$ cat src/rtl/ddr_guard_pkg.sv
package ddr_guard_pkg;

    typedef enum logic [2:0] {
        CMD_NOP = 3'd0,
        CMD_ACT = 3'd1,
        CMD_RD  = 3'd2,
        CMD_WR  = 3'd3,
        CMD_PRE = 3'd4,
        CMD_REF = 3'd5
    } cmd_e;

    typedef enum logic [1:0] {
        VERDICT_NONE,
        VERDICT_GRANT,
        VERDICT_STALL,
        VERDICT_ILLEGAL
    } verdict_e;

endpackage

$ cat src/rtl/ddr_bank_timer.sv
module ddr_bank_timer #(
    parameter int TRCD = 3,
    parameter int TRP  = 3,
    parameter int TRAS = 8,
    parameter int TRC  = 11
) (
    input  logic clk_i,
    input  logic rst_ni,
    input  logic act_go_i,
    input  logic pre_go_i,
    output logic open_o,
    output logic act_ok_o,
    output logic rw_ok_o,
    output logic pre_ok_o,
    output logic rp_done_o
);
    localparam int M1   = (TRCD > TRP) ? TRCD : TRP;
    localparam int M2   = (TRAS > TRC) ? TRAS : TRC;
    localparam int TMAX = (M1 > M2) ? M1 : M2;
    localparam int CW   = $clog2(TMAX + 1);

    typedef struct packed {
        logic          open;
        logic [CW-1:0] rcd;
        logic [CW-1:0] ras;
        logic [CW-1:0] rc;
        logic [CW-1:0] rp;
    } bank_st_t;

    bank_st_t st_d, st_q;

    always_comb begin
        st_d     = st_q;
        st_d.rcd = (st_q.rcd != '0) ? st_q.rcd - 1'b1 : '0;
        st_d.ras = (st_q.ras != '0) ? st_q.ras - 1'b1 : '0;
        st_d.rc  = (st_q.rc  != '0) ? st_q.rc  - 1'b1 : '0;
        st_d.rp  = (st_q.rp  != '0) ? st_q.rp  - 1'b1 : '0;
        if (act_go_i) begin
            st_d.open = 1'b1;
            st_d.rcd  = CW'(TRCD - 1);
            st_d.ras  = CW'(TRAS - 1);
            st_d.rc   = CW'(TRC - 1);
        end else if (pre_go_i) begin
            st_d.open = 1'b0;
            st_d.rp   = CW'(TRP - 1);
        end
    end

    always_ff @(posedge clk_i) begin
        if (!rst_ni) st_q <= '0;
        else         st_q <= st_d;
    end

    assign open_o    = st_q.open;
    assign act_ok_o  = !st_q.open && (st_q.rc == '0) && (st_q.rp == '0);
    assign rw_ok_o   = st_q.open && (st_q.rcd == '0);
    assign pre_ok_o  = st_q.open && (st_q.ras == '0);
    assign rp_done_o = (st_q.rp == '0);

    assert_act_ready_R6: assert property (@(posedge clk_i) disable iff (!rst_ni)
        act_go_i |-> (!st_q.open && st_q.rc == '0 && st_q.rp == '0));
    assert_open_after_act_R2: assert property (@(posedge clk_i) disable iff (!rst_ni)
        act_go_i |=> st_q.open);
    assert_pre_after_ras_R5: assert property (@(posedge clk_i) disable iff (!rst_ni)
        pre_go_i |-> (st_q.open && st_q.ras == '0));
    assert_idle_after_pre_R5: assert property (@(posedge clk_i) disable iff (!rst_ni)
        pre_go_i |=> !st_q.open);
endmodule

$ cat src/rtl/ddr_lat_pipe.sv
module ddr_lat_pipe #(
    parameter int AL_W   = 3,
    parameter int CL_W   = 3,
    parameter int MAX_AL = 4,
    parameter int MAX_CL = 5,
    localparam int DEPTH = MAX_AL + MAX_CL,
    localparam int LW    = $clog2(DEPTH + 1)
) (
    input  logic            clk_i,
    input  logic            rst_ni,
    input  logic            rd_go_i,
    input  logic            wr_go_i,
    input  logic [AL_W-1:0] al_i,
    input  logic [CL_W-1:0] cl_i,
    output logic [LW-1:0]   rd_lat_o,
    output logic [LW-1:0]   wr_lat_o,
    output logic            rd_valid_o,
    output logic            wr_valid_o
);
    typedef struct packed {
        logic [DEPTH-1:0] rd;
        logic [DEPTH-1:0] wr;
    } pipe_st_t;

    pipe_st_t pipe_d, pipe_q;
    logic [LW-1:0] rl, wl;

    assign rl = LW'(al_i) + LW'(cl_i);
    assign wl = rl - 1'b1;

    always_comb begin
        pipe_d.rd = {pipe_q.rd[DEPTH-2:0], rd_go_i};
        pipe_d.wr = {pipe_q.wr[DEPTH-2:0], wr_go_i};
    end

    always_ff @(posedge clk_i) begin
        if (!rst_ni) pipe_q <= '0;
        else         pipe_q <= pipe_d;
    end

    assign rd_lat_o   = rl;
    assign wr_lat_o   = wl;
    assign rd_valid_o = pipe_q.rd[rl - 1'b1];
    assign wr_valid_o = pipe_q.wr[wl - 1'b1];

    assert_rd_strobe_origin_R8: assert property (@(posedge clk_i) disable iff (!rst_ni)
        rd_go_i |=> pipe_q.rd[0]);
    assert_wr_strobe_origin_R9: assert property (@(posedge clk_i) disable iff (!rst_ni)
        wr_go_i |=> pipe_q.wr[0]);
endmodule

$ cat src/rtl/ddr_bank_guard.sv
module ddr_bank_guard #(
    parameter int NUM_BANKS = 4,
    parameter int TRCD      = 3,
    parameter int TRP       = 3,
    parameter int TRAS      = 8,
    parameter int TRC       = 11,
    parameter int AL_W      = 3,
    parameter int CL_W      = 3,
    parameter int MAX_AL    = 4,
    parameter int MAX_CL    = 5,
    localparam int BANK_W   = $clog2(NUM_BANKS),
    localparam int LW       = $clog2(MAX_AL + MAX_CL + 1)
) (
    input  logic              clk_i,
    input  logic              rst_ni,
    input  logic              cmd_valid_i,
    input  logic [2:0]        cmd_op_i,
    input  logic [BANK_W-1:0] cmd_bank_i,
    input  logic [AL_W-1:0]   cfg_al_i,
    input  logic [CL_W-1:0]   cfg_cl_i,
    output logic              grant_o,
    output logic              stall_o,
    output logic              illegal_o,
    output logic [LW-1:0]     rd_lat_o,
    output logic [LW-1:0]     wr_lat_o,
    output logic              rd_data_valid_o,
    output logic              wr_data_valid_o
);
    import ddr_guard_pkg::*;

    cmd_e     op;
    verdict_e verdict;
    logic [NUM_BANKS-1:0] bank_open, act_ok, rw_ok, pre_ok, rp_done;
    logic [NUM_BANKS-1:0] act_go, pre_go;
    logic all_idle, all_rp_done;

    assign op          = cmd_e'(cmd_op_i);
    assign all_idle    = ~|bank_open;
    assign all_rp_done = &rp_done;

    always_comb begin
        verdict = VERDICT_NONE;
        if (cmd_valid_i) begin
            case (op)
                CMD_ACT: verdict = bank_open[cmd_bank_i] ? VERDICT_ILLEGAL :
                                   act_ok[cmd_bank_i]    ? VERDICT_GRANT : VERDICT_STALL;
                CMD_RD,
                CMD_WR:  verdict = !bank_open[cmd_bank_i] ? VERDICT_ILLEGAL :
                                   rw_ok[cmd_bank_i]      ? VERDICT_GRANT : VERDICT_STALL;
                CMD_PRE: verdict = (!bank_open[cmd_bank_i] || pre_ok[cmd_bank_i]) ?
                                   VERDICT_GRANT : VERDICT_STALL;
                CMD_REF: verdict = (all_idle && all_rp_done) ? VERDICT_GRANT : VERDICT_STALL;
                default: verdict = VERDICT_NONE;
            endcase
        end
    end

    assign grant_o   = (verdict == VERDICT_GRANT);
    assign stall_o   = (verdict == VERDICT_STALL);
    assign illegal_o = (verdict == VERDICT_ILLEGAL);

    for (genvar b = 0; b < NUM_BANKS; b++) begin : g_bank
        assign act_go[b] = grant_o && (op == CMD_ACT) && (cmd_bank_i == BANK_W'(b));
        assign pre_go[b] = grant_o && (op == CMD_PRE) && (cmd_bank_i == BANK_W'(b)) && bank_open[b];

        ddr_bank_timer #(
            .TRCD(TRCD), .TRP(TRP), .TRAS(TRAS), .TRC(TRC)
        ) i_timer (
            .clk_i    (clk_i),
            .rst_ni   (rst_ni),
            .act_go_i (act_go[b]),
            .pre_go_i (pre_go[b]),
            .open_o   (bank_open[b]),
            .act_ok_o (act_ok[b]),
            .rw_ok_o  (rw_ok[b]),
            .pre_ok_o (pre_ok[b]),
            .rp_done_o(rp_done[b])
        );
    end

    ddr_lat_pipe #(
        .AL_W(AL_W), .CL_W(CL_W), .MAX_AL(MAX_AL), .MAX_CL(MAX_CL)
    ) i_lat (
        .clk_i     (clk_i),
        .rst_ni    (rst_ni),
        .rd_go_i   (grant_o && op == CMD_RD),
        .wr_go_i   (grant_o && op == CMD_WR),
        .al_i      (cfg_al_i),
        .cl_i      (cfg_cl_i),
        .rd_lat_o  (rd_lat_o),
        .wr_lat_o  (wr_lat_o),
        .rd_valid_o(rd_data_valid_o),
        .wr_valid_o(wr_data_valid_o)
    );

    assert_one_verdict_R12: assert property (@(posedge clk_i) disable iff (!rst_ni)
        $onehot0({grant_o, stall_o, illegal_o}));
    assert_quiet_nop_R11: assert property (@(posedge clk_i) disable iff (!rst_ni)
        (!cmd_valid_i || op == CMD_NOP) |-> !(grant_o || stall_o || illegal_o));
    assert_ref_all_idle_R7: assert property (@(posedge clk_i) disable iff (!rst_ni)
        (grant_o && op == CMD_REF) |-> (bank_open == '0));
    assert_rw_needs_open_R3: assert property (@(posedge clk_i) disable iff (!rst_ni)
        (grant_o && (op == CMD_RD || op == CMD_WR)) |-> bank_open[cmd_bank_i]);
    assert_nop_keeps_banks_R11: assert property (@(posedge clk_i) disable iff (!rst_ni)
        !cmd_valid_i |=> $stable(bank_open));
endmodule

$ cat config.mk
export PLATFORM = sky130hd
export DESIGN_NAME = ddr_bank_guard
export DESIGN_NICKNAME = d
export VERILOG_FILES = /design/src/rtl/ddr_guard_pkg.sv /design/src/rtl/ddr_bank_timer.sv /design/src/rtl/ddr_lat_pipe.sv /design/src/rtl/ddr_bank_guard.sv
export SDC_FILE = /design/constraint.sdc
export NUM_CORES = 1
export LEC_CHECK = 0
export ABC_AREA = 1
export BUFFER_PORTS_ARGS = -buffer_cell sky130_fd_sc_hd__buf_2
export CORE_MARGIN = 2
export CORE_UTILIZATION = 30
export DETAILED_ROUTE_END_ITERATION = 8
export GPL_TIMING_DRIVEN = 0
export PLACE_DENSITY = 0.56
export SLEW_MARGIN = 20
export SYNTH_ARGS = -nofsm -noshare
export SYNTH_HDL_FRONTEND = slang
export SYNTH_SLANG_ARGS = --single-unit
$ cat constraint.sdc
create_clock -name clk_i -period 2.3 [get_ports clk_i]
set_input_delay 0.345 -clock clk_i [delete_from_list [all_inputs] [get_ports clk_i]]
set_output_delay 0.345 -clock clk_i [all_outputs]
set_load 0.02 [all_outputs]
==> results of run 1 <==
[cell usage after synthesis (all sizes together), types with 2 or more instances]
| cell | instances |
|---|---|
| a21o | 2 |
| a21oi | 41 |
| clkbuf | 9 |
| dfxtp | 86 |
| ha | 6 |
| inv | 65 |
| nand2 | 126 |
| nand3 | 34 |
| nand4 | 3 |
| nor2 | 125 |
| nor3 | 6 |
| nor4 | 2 |
| o21ai | 41 |
| o21bai | 7 |
| o22ai | 3 |
| or2 | 2 |
| xnor2 | 3 |
[metrics by stage]
step | hold WS (ps) | cells | instance area (sq um)
2_1_floorplan | 408 | 569 | 4120
3_3_place_gp | 423 | 770 | 4460
3_5_place_dp | 421 | 770 | 4460
4_1_cts | 206 | 793 | 4950
5_1_grt | 218 | 797 | 5090
6_report | 211 | 798 | 5090
[worst max-delay path: cells and delay by family]
kind	cells	cell delay, ps
XOR/XNOR	2	230
AO/OA/AOI/OAI	1	110
buffers and inverters	4	430
adder cells (fa/ha/maj)	3	900
AND/OR/NAND/NOR	1	220
[cell type report]
| cell class | count | share of cell area |
|---|---|---|
| repair buffers | 36 | 0.0499 |
| clock inverters | 6 | 0.0138 |
| plain buffers | 10 | 0.0115 |
| diodes | 1 | 0.000491 |
| well taps | 176 | 0.0432 |
| inverters | 66 | 0.0496 |
| flip-flops and latches | 86 | 0.340 |
| clock buffers | 10 | 0.0449 |
| multi-input cells | 407 | 0.446 |
[metal layers]
metal,global-route usage,vias up,wire [microns]
met5,0,-,0
met4,0.0543,0,189
met3,0.0359,14,459
met2,0.236,65,4430
met1,0.164,1670,4280
li1,-,1922,-
[power groups by stage]
stage	clock (mW)	sequential, mW	combinational [mW]
detailed placement	0	1.92	1.54
CTS	1.50	1.91	1.67
global placement	0	1.91	1.51
global route	1.56	1.97	2.06
floorplan	0	1.88	1.24
finish	1.45	1.95	1.82
[state kept, by name, summed over array words and instances (netlist names)]
name / cells
g_bank.i_timer.st_q: 64
i_lat.pipe_d: 16
g_bank.i_timer.open_o: 4
i_lat.pipe_q: 2
[kinds of logic (layout without fill, tap and decap cells)]
| kind of cell | after synthesis | after routing | synth area share |
|---|---|---|---|
| xor gates and xnor gates | 3 | 3 | 0.00662 |
| other | 0 | 1 | 0 |
| and+or+nand+nor | 299 | 299 | 0.327 |
| muxes | 1 | 1 | 0.00284 |
| adders and majority gates | 7 | 7 | 0.0240 |
| buffers and inverters | 76 | 128 | 0.0738 |
| AOI/OAI and AO/OA | 97 | 97 | 0.132 |
| DFF | 86 | 86 | 0.434 |
[cells in the final DEF (no fill, tap or decap), types with 7 or more instances in the layout]
cell	count
buf_4	12
clkbuf_16	9
buf_6	8
inv_1	50
inv_2	14
nand3_1	26
clkbuf_1	8
nor2_4	11
nor2_2	20
dfxtp_1	79
buf_2	17
a21oi_1	41
nand2_1	114
nor2_1	93
o21ai_0	32
o21bai_1	7
nand3_2	7
[how the worst max path moves through the flow]
stage                     start         endpoint  slack (ps)  cells after the start
floorplan           cfg_al_i[0]  wr_data_valid_o        -110                      9
global placement    cfg_al_i[0]  wr_data_valid_o        -400                     11
detailed placement  cfg_al_i[0]  wr_data_valid_o        -430                     11
CTS                 cfg_cl_i[0]  rd_data_valid_o        -290                     10
global route        cfg_cl_i[0]  wr_data_valid_o        -360                     11
finish              cfg_cl_i[0]  wr_data_valid_o        -280                     11
[timing repair]
action,in CTS,in global routing
resized for setup,41,34
endpoints found under the setup margin,6,20
setup buffers,7,4
pin swaps,17,22
cloned,0,0
==> results.cfg, run 1 <==
[synth]
synth-async-reset-ratio = 0
synth.top_cell.area_share = 0.434
syn_inst = 569
synthesis.area_sq_um = 3970
synth_flop_cell = dfxtp_1
synthesis.area_per_instance_sq_um = 6.98
number_of_enable_type_register_cells_in_the_synthesized_netlist = 0
synth_cell_type_count = 35
share_of_synthesized_area_occupied_by_flip_flops_and_latches = 0.434
syn_nets = 590
synth_largest_area_cell = dfxtp_1
yosys_warn_count = 0
ys_top_cells_by_area = dfxtp_1 43%, nand2_1 11%, nor2_1 11%, a21oi_1 5.2%, inv_1 5.1%
seq_cells_post_synth = 86

[timing]
final-max-slew-violation-count = 0
timing_worst_slew_pin_value_ps = 670
setup_total_negative_slack_ps = -556
final_hold_viol_count = 0
skew_ps = 9.58
rsz0062_at_grt = yes
setup_ws_ps = -283
finalSetupViolCount = 2
post-route-min-period_ps = 2580
min_period_over_period = 1.12
max_clock_freq_mhz = 387
timing.slew.headroom = 0.554

[run]
timing.max_cap.violations = 0

[routing]
drt_first_pass_iters = 4
drt_via_density = 4.60
initialDrtViolationCount = 137
via_count_of_the_routed_design = 3671
drcViolationCount = 0
drt-total-wl_mm = 9.36
detail_route.wl_per_cell_microns = 11.7
route.antenna.remaining_nets = 0

[placement]
detailed_place_hpwl_mm = 6.93
dpl_worst_slack_ps = -427
gpl.final_weighted_congestion = 0.803
placement.io_buffers = 25

[setup_path]
crit_slowest_cell = fa_2
r2r_cells = 13
worstSetupStartpointType = input pin
critical_path.max_stage_delay_ps = 530
regToRegSetupSlack_ps = 180
worstPathCellList = buf_6 > ha_4 > inv_2 > fa_2 > ha_4 > xnor2_4 > nor3_4 > xnor2_2 > buf_4 > o21ai_4 > buf_6
worstSetupEndpointType = primary output
r2r_end = g_bank[3].i_timer.st_q[2]$_SDFF_PN0_
worstPathMaxFanout = 4
worst-endpoint-arrival_ps = 2240
setup.worst_path.class = input pin to primary output
worstReg2RegStart = g_bank[2].i_timer.st_q[1]$_SDFF_PN0_
critical_path_required_ps = 1960

[power_and_ir_drop]
vdd_drop_max_v = 0.000528
power_switching_share = 0.364
power.sequential.fraction = 0.373
power-per-cell-area_nw_per_um2 = 1020
internal_power_mw = 3.32
power.clock.fraction = 0.278
netSwitchingPower_mw = 1.90
power.leakage_nw = 2.37
total_power_mw = 5.22
comb_power_share = 0.348

[floorplanning]
vertical_extent_of_the_die_microns = 119
coreArea_sq_um = 13100
die_area_sq_um = 14200
ios = 27
floorplan.rows = 42
die-width_microns = 119
initial_utilization = 0.303

[cts]
cts-root-buf = clkbuf_16
worst_skew_pair.late_latency_ps = 340
cts.hold.buffers_added = 0
cts.path.max_buffers = 2
cts_num_sinks = 86
htree_levels = 3
tritoncts_clock_tree = done
clock_transition_time_at_the_flip_flop_clock_pins_of_the_worst_setup_and_hold_paths_ps = 60
tritoncts.num_buffers = 9

[outcome]
status = finished with violations
failed_checks = negative setup slack

[hold_path]
min-delay-start = cmd_op_i[0]
hold_path.class = input pin to flop
min_delay_worst_endpoint = i_lat.pipe_d[10]$_SDFF_PN0_
worstHoldPathCells = 2

[final_layout]
fillCellCount = 1373
layout-drive-gt1-share = 0.240
register_area_sq_um = 1730
syn_to_final_growth_pct = 28.4
multi_input_comb_area_sq_um = 2270
core_occupancy_in_the_finished_layout = 0.389
nNetsFinal = 637

[grt]
gr-usage-all-layers = 0.137
antenna_violations_before_repair = 1
grt_max_degree = 16
wire_length_of_the_first_global_routing_pass_mm = 15.5
grt_pass1_vias = 3424
gr-total-overflow = 0
No activity file was read; power rests on OpenSTA's default activity.
==> run 2, diff against run 1 <==
--- a/config.mk
+++ b/config.mk
@@ -12,5 +12,6 @@
 export DETAILED_ROUTE_END_ITERATION = 8
 export GPL_TIMING_DRIVEN = 0
-export PLACE_DENSITY = 0.56
+export PLACE_DENSITY_LB_ADDON = 0.05
+export SKIP_CTS_REPAIR_TIMING = 1
 export SLEW_MARGIN = 20
 export SYNTH_ARGS = -nofsm -noshare
==> constraint.sdc (replaced) <==
create_clock -name clk_i -period 2.3 [get_ports clk_i]
set_input_delay 0.345 -clock clk_i [delete_from_list [all_inputs] [get_ports clk_i]]
set_output_delay 0.345 -clock clk_i [all_outputs]
set_load 0.1 [all_outputs]
==> results.cfg, run 2 (same netlist as run 1, synthesis figures left out) <==
[outcome]
status = finished with violations
failed_checks = negative setup slack

[setup_path]
r2r_end = g_bank[2].i_timer.st_q[9]$_SDFF_PN0_
worstSetupStartpointType = input pin
worstReg2RegStart = g_bank[2].i_timer.st_q[0]$_SDFF_PN0_
critical_path_required_ps = 1960
worst-endpoint-arrival_ps = 2370
r2r_cells = 15
regToRegSetupSlack_ps = 180
endpoint = wr_data_valid_o
worstPathMaxFanout = 4
worstSetupEndpointType = primary output
setup.worst_path.class = input pin to primary output
cp-startpoint = cfg_al_i[0]

[placement]
detailed_place_hpwl_mm = 7.37
gpl.final_weighted_congestion = 0.807
dpl_worst_slack_ps = -823
placement.io_buffers = 25

[hold_path]
hold_path.class = input pin to flop

[grt]
wire_length_of_the_first_global_routing_pass_mm = 16.7
grt_max_degree = 15
gr-usage-all-layers = 0.152
grt_pass1_vias = 3426
antenna_violations_before_repair = 0
gr-total-overflow = 0

[cts]
clock_transition_time_at_the_flip_flop_clock_pins_of_the_worst_setup_and_hold_paths_ps = 70
cts-root-buf = clkbuf_16
tritoncts_clock_tree = done
cts_num_sinks = 86
worst_skew_pair.late_latency_ps = 350
htree_levels = 3
tritoncts.num_buffers = 9
cts.path.max_buffers = 2

[power_and_ir_drop]
power_switching_share = 0.383
total_power_mw = 5.92
internal_power_mw = 3.65
comb_power_share = 0.401
power.leakage_nw = 2.49
power.sequential.fraction = 0.329
power-per-cell-area_nw_per_um2 = 1090
power.clock.fraction = 0.270
vdd_drop_max_v = 0.000408
netSwitchingPower_mw = 2.27

[floorplanning]
vertical_extent_of_the_die_microns = 119
floorplan.rows = 42
die-width_microns = 119
die_area_sq_um = 14200
coreArea_sq_um = 13100
ios = 27
initial_utilization = 0.303

[final_layout]
layout-drive-gt1-share = 0.280
layout.cells.most_common_list = 109 x nand2_1, 92 x nor2_1, 72 x dfxtp_1
syn_to_final_growth_pct = 36.4
nNetsFinal = 645
largest_register_ffs = 64
mostFrequentLayoutCell = nand2_1
registers.top_by_ff_count = g_bank.i_timer.st_q
core_occupancy_in_the_finished_layout = 0.414
antenna_cells = 0

[routing]
drcViolationCount = 0
drt_first_pass_iters = 4
via_count_of_the_routed_design = 3671
met3RoutedLength_microns = 357
drt_via_density = 4.56
route.top_layer_used = met4
route.antenna.remaining_nets = 0
drt-total-wl_mm = 10.2
wl_met2_mm = 4.84
initialDrtViolationCount = 203
met1Wirelength_mm = 4.88
detail_route.wl_per_cell_microns = 12.7

[timing]
rsz0062_at_grt = yes
timing_worst_slew_pin_value_ps = 863
final_hold_viol_count = 0
timing.slew.headroom = 0.425
min_period_over_period = 1.18
max_clock_freq_mhz = 368
hold_slack_ps = 192
skew_ps = 8.01
finalSetupViolCount = 5
post-route-min-period_ps = 2720
setup_ws_ps = -417
final-max-slew-violation-count = 0

[run]
timing.max_cap.violations = 0
-- run 2: final cells by class --
class	instances	area (sq um)
clock inverters	5	81.3
repair buffers	44	423
plain buffers	10	76.3
well taps	176	220
clock buffers	11	243
flip-flops and latches	86	1740
inverters	66	269
fillers	1345	7670
multi-input cells	407	2360
-- run 2: power by group through the flow --
stage / clock [mW] / sequential (mW) / combinational (mW)
floorplan: 0 / 1.88 / 1.52
global placement: 0 / 1.91 / 1.85
detailed placement: 0 / 1.92 / 1.86
CTS: 1.65 / 1.88 / 1.87
global route: 1.71 / 1.99 / 2.65
finish: 1.60 / 1.95 / 2.37
-- run 2: worst min path at each step --
| stage | from | to | slack [ps] | cells past startpoint |
|---|---|---|---|---|
| 2_1_floorplan | i_lat.pipe_d[11]$_SDFF_PN0_ | i_lat.pipe_d[12]$_SDFF_PN0_ | 410 | 2 |
| 3_3_place_gp | i_lat.pipe_d[3]$_SDFF_PN0_ | i_lat.pipe_d[4]$_SDFF_PN0_ | 420 | 2 |
| 3_5_place_dp | i_lat.pipe_d[15]$_SDFF_PN0_ | i_lat.pipe_d[16]$_SDFF_PN0_ | 430 | 2 |
| 4_1_cts | cmd_op_i[0] | i_lat.pipe_d[10]$_SDFF_PN0_ | 180 | 2 |
| 5_1_grt | cmd_op_i[0] | i_lat.pipe_d[10]$_SDFF_PN0_ | 180 | 2 |
| 6_report | cmd_op_i[0] | i_lat.pipe_d[10]$_SDFF_PN0_ | 190 | 2 |
-- run 2: routing by layer --
| layer | GRT usage | vias up |
|---|---|---|
| li1 | - | 1937 |
| met1 | 0.193 | 1691 |
| met2 | 0.247 | 34 |
| met3 | 0.0474 | 9 |
| met4 | 0.0484 | 0 |
| met5 | 0 | - |
-- run 2: critical path, cell delays in order --
cell and delay (ps):
buf_8 100, ha_4 150, inv_2 50, fa_2 500, ha_4 320, clkinvlp_4 110
nor3_4 240, xnor2_2 190, nand2_2 110, o21ai_4 80, buf_12 190
-- run 2: per-stage QoR --
step,setup TNS [ps],instances,instance area (sq um)
CTS,-3190,786,4820
global placement,-2320,770,4500
detailed placement,-2240,770,4500
finish,-1070,805,5420
floorplan,-2460,569,4150
global route,-1710,805,5420
==> run 3, diff against run 2 <==
ABC_AREA = 0   (was 1)
CTS_BUF_LIST = sky130_fd_sc_hd__clkbuf_8 sky130_fd_sc_hd__clkbuf_16   (was unset)
==> results.cfg, run 3 <==
[final_layout]
syn_to_final_growth_pct = 30.4
core_occupancy_in_the_finished_layout = 0.403
registers.top_by_ff_count = g_bank.i_timer.st_q
nNetsFinal = 493
antenna_cells = 0
mostFrequentLayoutCell = dfxtp_1
layout.cells.most_common_list = 78 x dfxtp_1, 40 x a21oi_1, 36 x nor3_1
layout-drive-gt1-share = 0.290
largest_register_ffs = 64
fillCellCount = 1286

[setup_path]
r2r_end = g_bank[3].i_timer.st_q[14]$_SDFF_PP0_
regToRegSetupSlack_ps = -50
worst-endpoint-arrival_ps = 2670
setup.worst_path.class = flop to primary output
worstSetupEndpointType = primary output
worstSetupStartpointType = flop
worstPathMaxFanout = 6
critical_path_required_ps = 1960
worstReg2RegStart = g_bank[0].i_timer.st_q[5]$_SDFF_PN0_
r2r_cells = 7

[floorplanning]
floorplan.rows = 41
coreArea_sq_um = 12700
die-width_microns = 118
ios = 27
initial_utilization = 0.309
die_area_sq_um = 14000
vertical_extent_of_the_die_microns = 118

[cts]
tritoncts.num_buffers = 9
tritoncts_clock_tree = done
clock_transition_time_at_the_flip_flop_clock_pins_of_the_worst_setup_and_hold_paths_ps = 60
cts_num_sinks = 86
worst_skew_pair.late_latency_ps = 340
cts-root-buf = clkbuf_16
htree_levels = 3
cts.path.max_buffers = 2

[synth]
synth_largest_area_cell = dfxtp_1
synth_common_cells = 86 x dfxtp_1, 42 x a21oi_1, 38 x nor3_1
synth.top_cell.area_share = 0.438
synth_flop_cell = dfxtp_1
synthesis.area_sq_um = 3930
share_of_synthesized_area_occupied_by_flip_flops_and_latches = 0.438
number_of_enable_type_register_cells_in_the_synthesized_netlist = 0
yosys_warn_count = 0
most_frequently_used_cell_type_in_the_post_synthesis_netlist = dfxtp_1
syn_inst = 427
seq_cells_post_synth = 86
syn_nets = 448
synth-async-reset-ratio = 0
ys_top_cells_by_area = dfxtp_1 44%, a21oi_1 5.3%, nor3_1 4.8%, and2_1 3.0%, mux4_2 2.9%
synth_cell_type_count = 56
synthesis.area_per_instance_sq_um = 9.21

[power_and_ir_drop]
power_switching_share = 0.300
power.leakage_nw = 1.94
vdd_drop_max_v = 0.000293
power-per-cell-area_nw_per_um2 = 710
internal_power_mw = 2.55
netSwitchingPower_mw = 1.09
power.clock.fraction = 0.364
comb_power_share = 0.223
power.sequential.fraction = 0.412

[timing]
finalSetupViolCount = 15
final-max-slew-violation-count = 0
final_hold_viol_count = 0
rsz0062_at_grt = yes
setup_ws_ps = -712
skew_ps = 9.50
min_period_over_period = 1.31
timing.slew.headroom = 0.459
max_clock_freq_mhz = 332
post-route-min-period_ps = 3010
timing_worst_slew_pin_value_ps = 812
hold_slack_ps = 261

[placement]
dpl_worst_slack_ps = -777
placement.io_buffers = 25
gpl.final_weighted_congestion = 0.768
detailed_place_hpwl_mm = 6.78

[outcome]
status = finished with violations
failed_checks = negative setup slack

[grt]
grt_max_degree = 13
grt_pass1_vias = 2931
gr-total-overflow = 0
wire_length_of_the_first_global_routing_pass_mm = 15.3
antenna_violations_before_repair = 0
gr-usage-all-layers = 0.141

[routing]
drt-total-wl_mm = 9.79
drcViolationCount = 0
drt_via_density = 5.10
initialDrtViolationCount = 126
route.antenna.remaining_nets = 0
detail_route.wl_per_cell_microns = 15.1
via_count_of_the_routed_design = 3302
drt_first_pass_iters = 4

[hold_path]
min_delay_worst_endpoint = i_lat.pipe_d[10]$_SDFF_PN0_
min-delay-start = cmd_op_i[0]
hold_path.class = input pin to flop
worstHoldPathCells = 2

[run]
timing.max_cap.violations = 0
run 3: cell types whose count changed after synthesis, moves of 19 or more:
cell / delta
inv_1: -45
and2_1: +19
nand2_1: -93
nor2_1: -90
nor3_1: +32
nand3_1: -25
run 3: cell families after synthesis:
| family | share of synthesized area |
|---|---|
| buffers and inverters | 0.0290 |
| adder cells (fa/ha/maj) | 0.0242 |
| AND/OR/NAND/NOR | 0.299 |
| XOR/XNOR | 0.00891 |
| AO/OA/AOI/OAI | 0.161 |
| flip-flops | 0.438 |
| multiplexers | 0.0391 |
run 3: power by group through the flow:
| stage | clock (mW) | combinational, mW | sequential (mW) |
|---|---|---|---|
| floorplan | 0 | 0.581 | 1.54 |
| global placement | 0 | 0.690 | 1.54 |
| detailed placement | 0 | 0.691 | 1.54 |
| CTS | 1.39 | 0.692 | 1.50 |
| global route | 1.45 | 0.854 | 1.50 |
| finish | 1.33 | 0.814 | 1.50 |
run 3: layer usage:
| metal | up-vias | global-route usage | part of all wire |
|---|---|---|---|
| met5 | - | 0 | 0 |
| met4 | 0 | 0.0625 | 0.019 |
| met3 | 12 | 0.0261 | 0.020 |
| met2 | 28 | 0.214 | 0.46 |
| met1 | 1573 | 0.195 | 0.51 |
| li1 | 1689 | - | - |
run 3: stage by stage:
| stage | TNS [ps] | instance area, sq um | power, mW | instances |
|---|---|---|---|---|
| 3_5_place_dp | -12770 | 4530 | 2.23 | 624 |
| 2_1_floorplan | -7340 | 4190 | 2.12 | 427 |
| 3_3_place_gp | -12160 | 4530 | 2.23 | 624 |
| 6_report | -2990 | 5130 | 3.64 | 648 |
| 5_1_grt | -4950 | 5130 | 3.80 | 648 |
| 4_1_cts | -14390 | 4800 | 3.59 | 639 |
run 3: how the worst max path moves through the flow:
stage                                         start              end  cells after the start  slack [ps]
6_report       g_bank[0].i_timer.st_q[2]$_SDFF_PN0_        illegal_o                      7        -710
5_1_grt        g_bank[0].i_timer.st_q[5]$_SDFF_PN0_        illegal_o                      7        -790
4_1_cts        g_bank[1].i_timer.st_q[1]$_SDFF_PN0_        illegal_o                      7       -1100
3_5_place_dp                            cfg_cl_i[0]  wr_data_valid_o                     14        -780
3_3_place_gp                            cfg_cl_i[0]  wr_data_valid_o                     14        -760
2_1_floorplan                           cfg_al_i[0]  wr_data_valid_o                      9       -1670
run 3: worst max-delay path: stages (launching register included):
cell      delay, ps
dfxtp_2         340
or4_4           560
or4_4           520
o32ai_2         220
a21oi_1          60
o211ai_1        150
nor3b_4         280
buf_12          200
run 3: area by class of cell:
class	count	area, sq um	area share
flip-flops and latches	86	1740	0.339
repair buffers	34	308	0.0600
clock inverters	4	16.3	0.00317
inverters	10	47.5	0.00928
well taps	172	215	0.0420
clock buffers	11	253	0.0493
multi-input cells	316	2430	0.474
plain buffers	15	120	0.0234
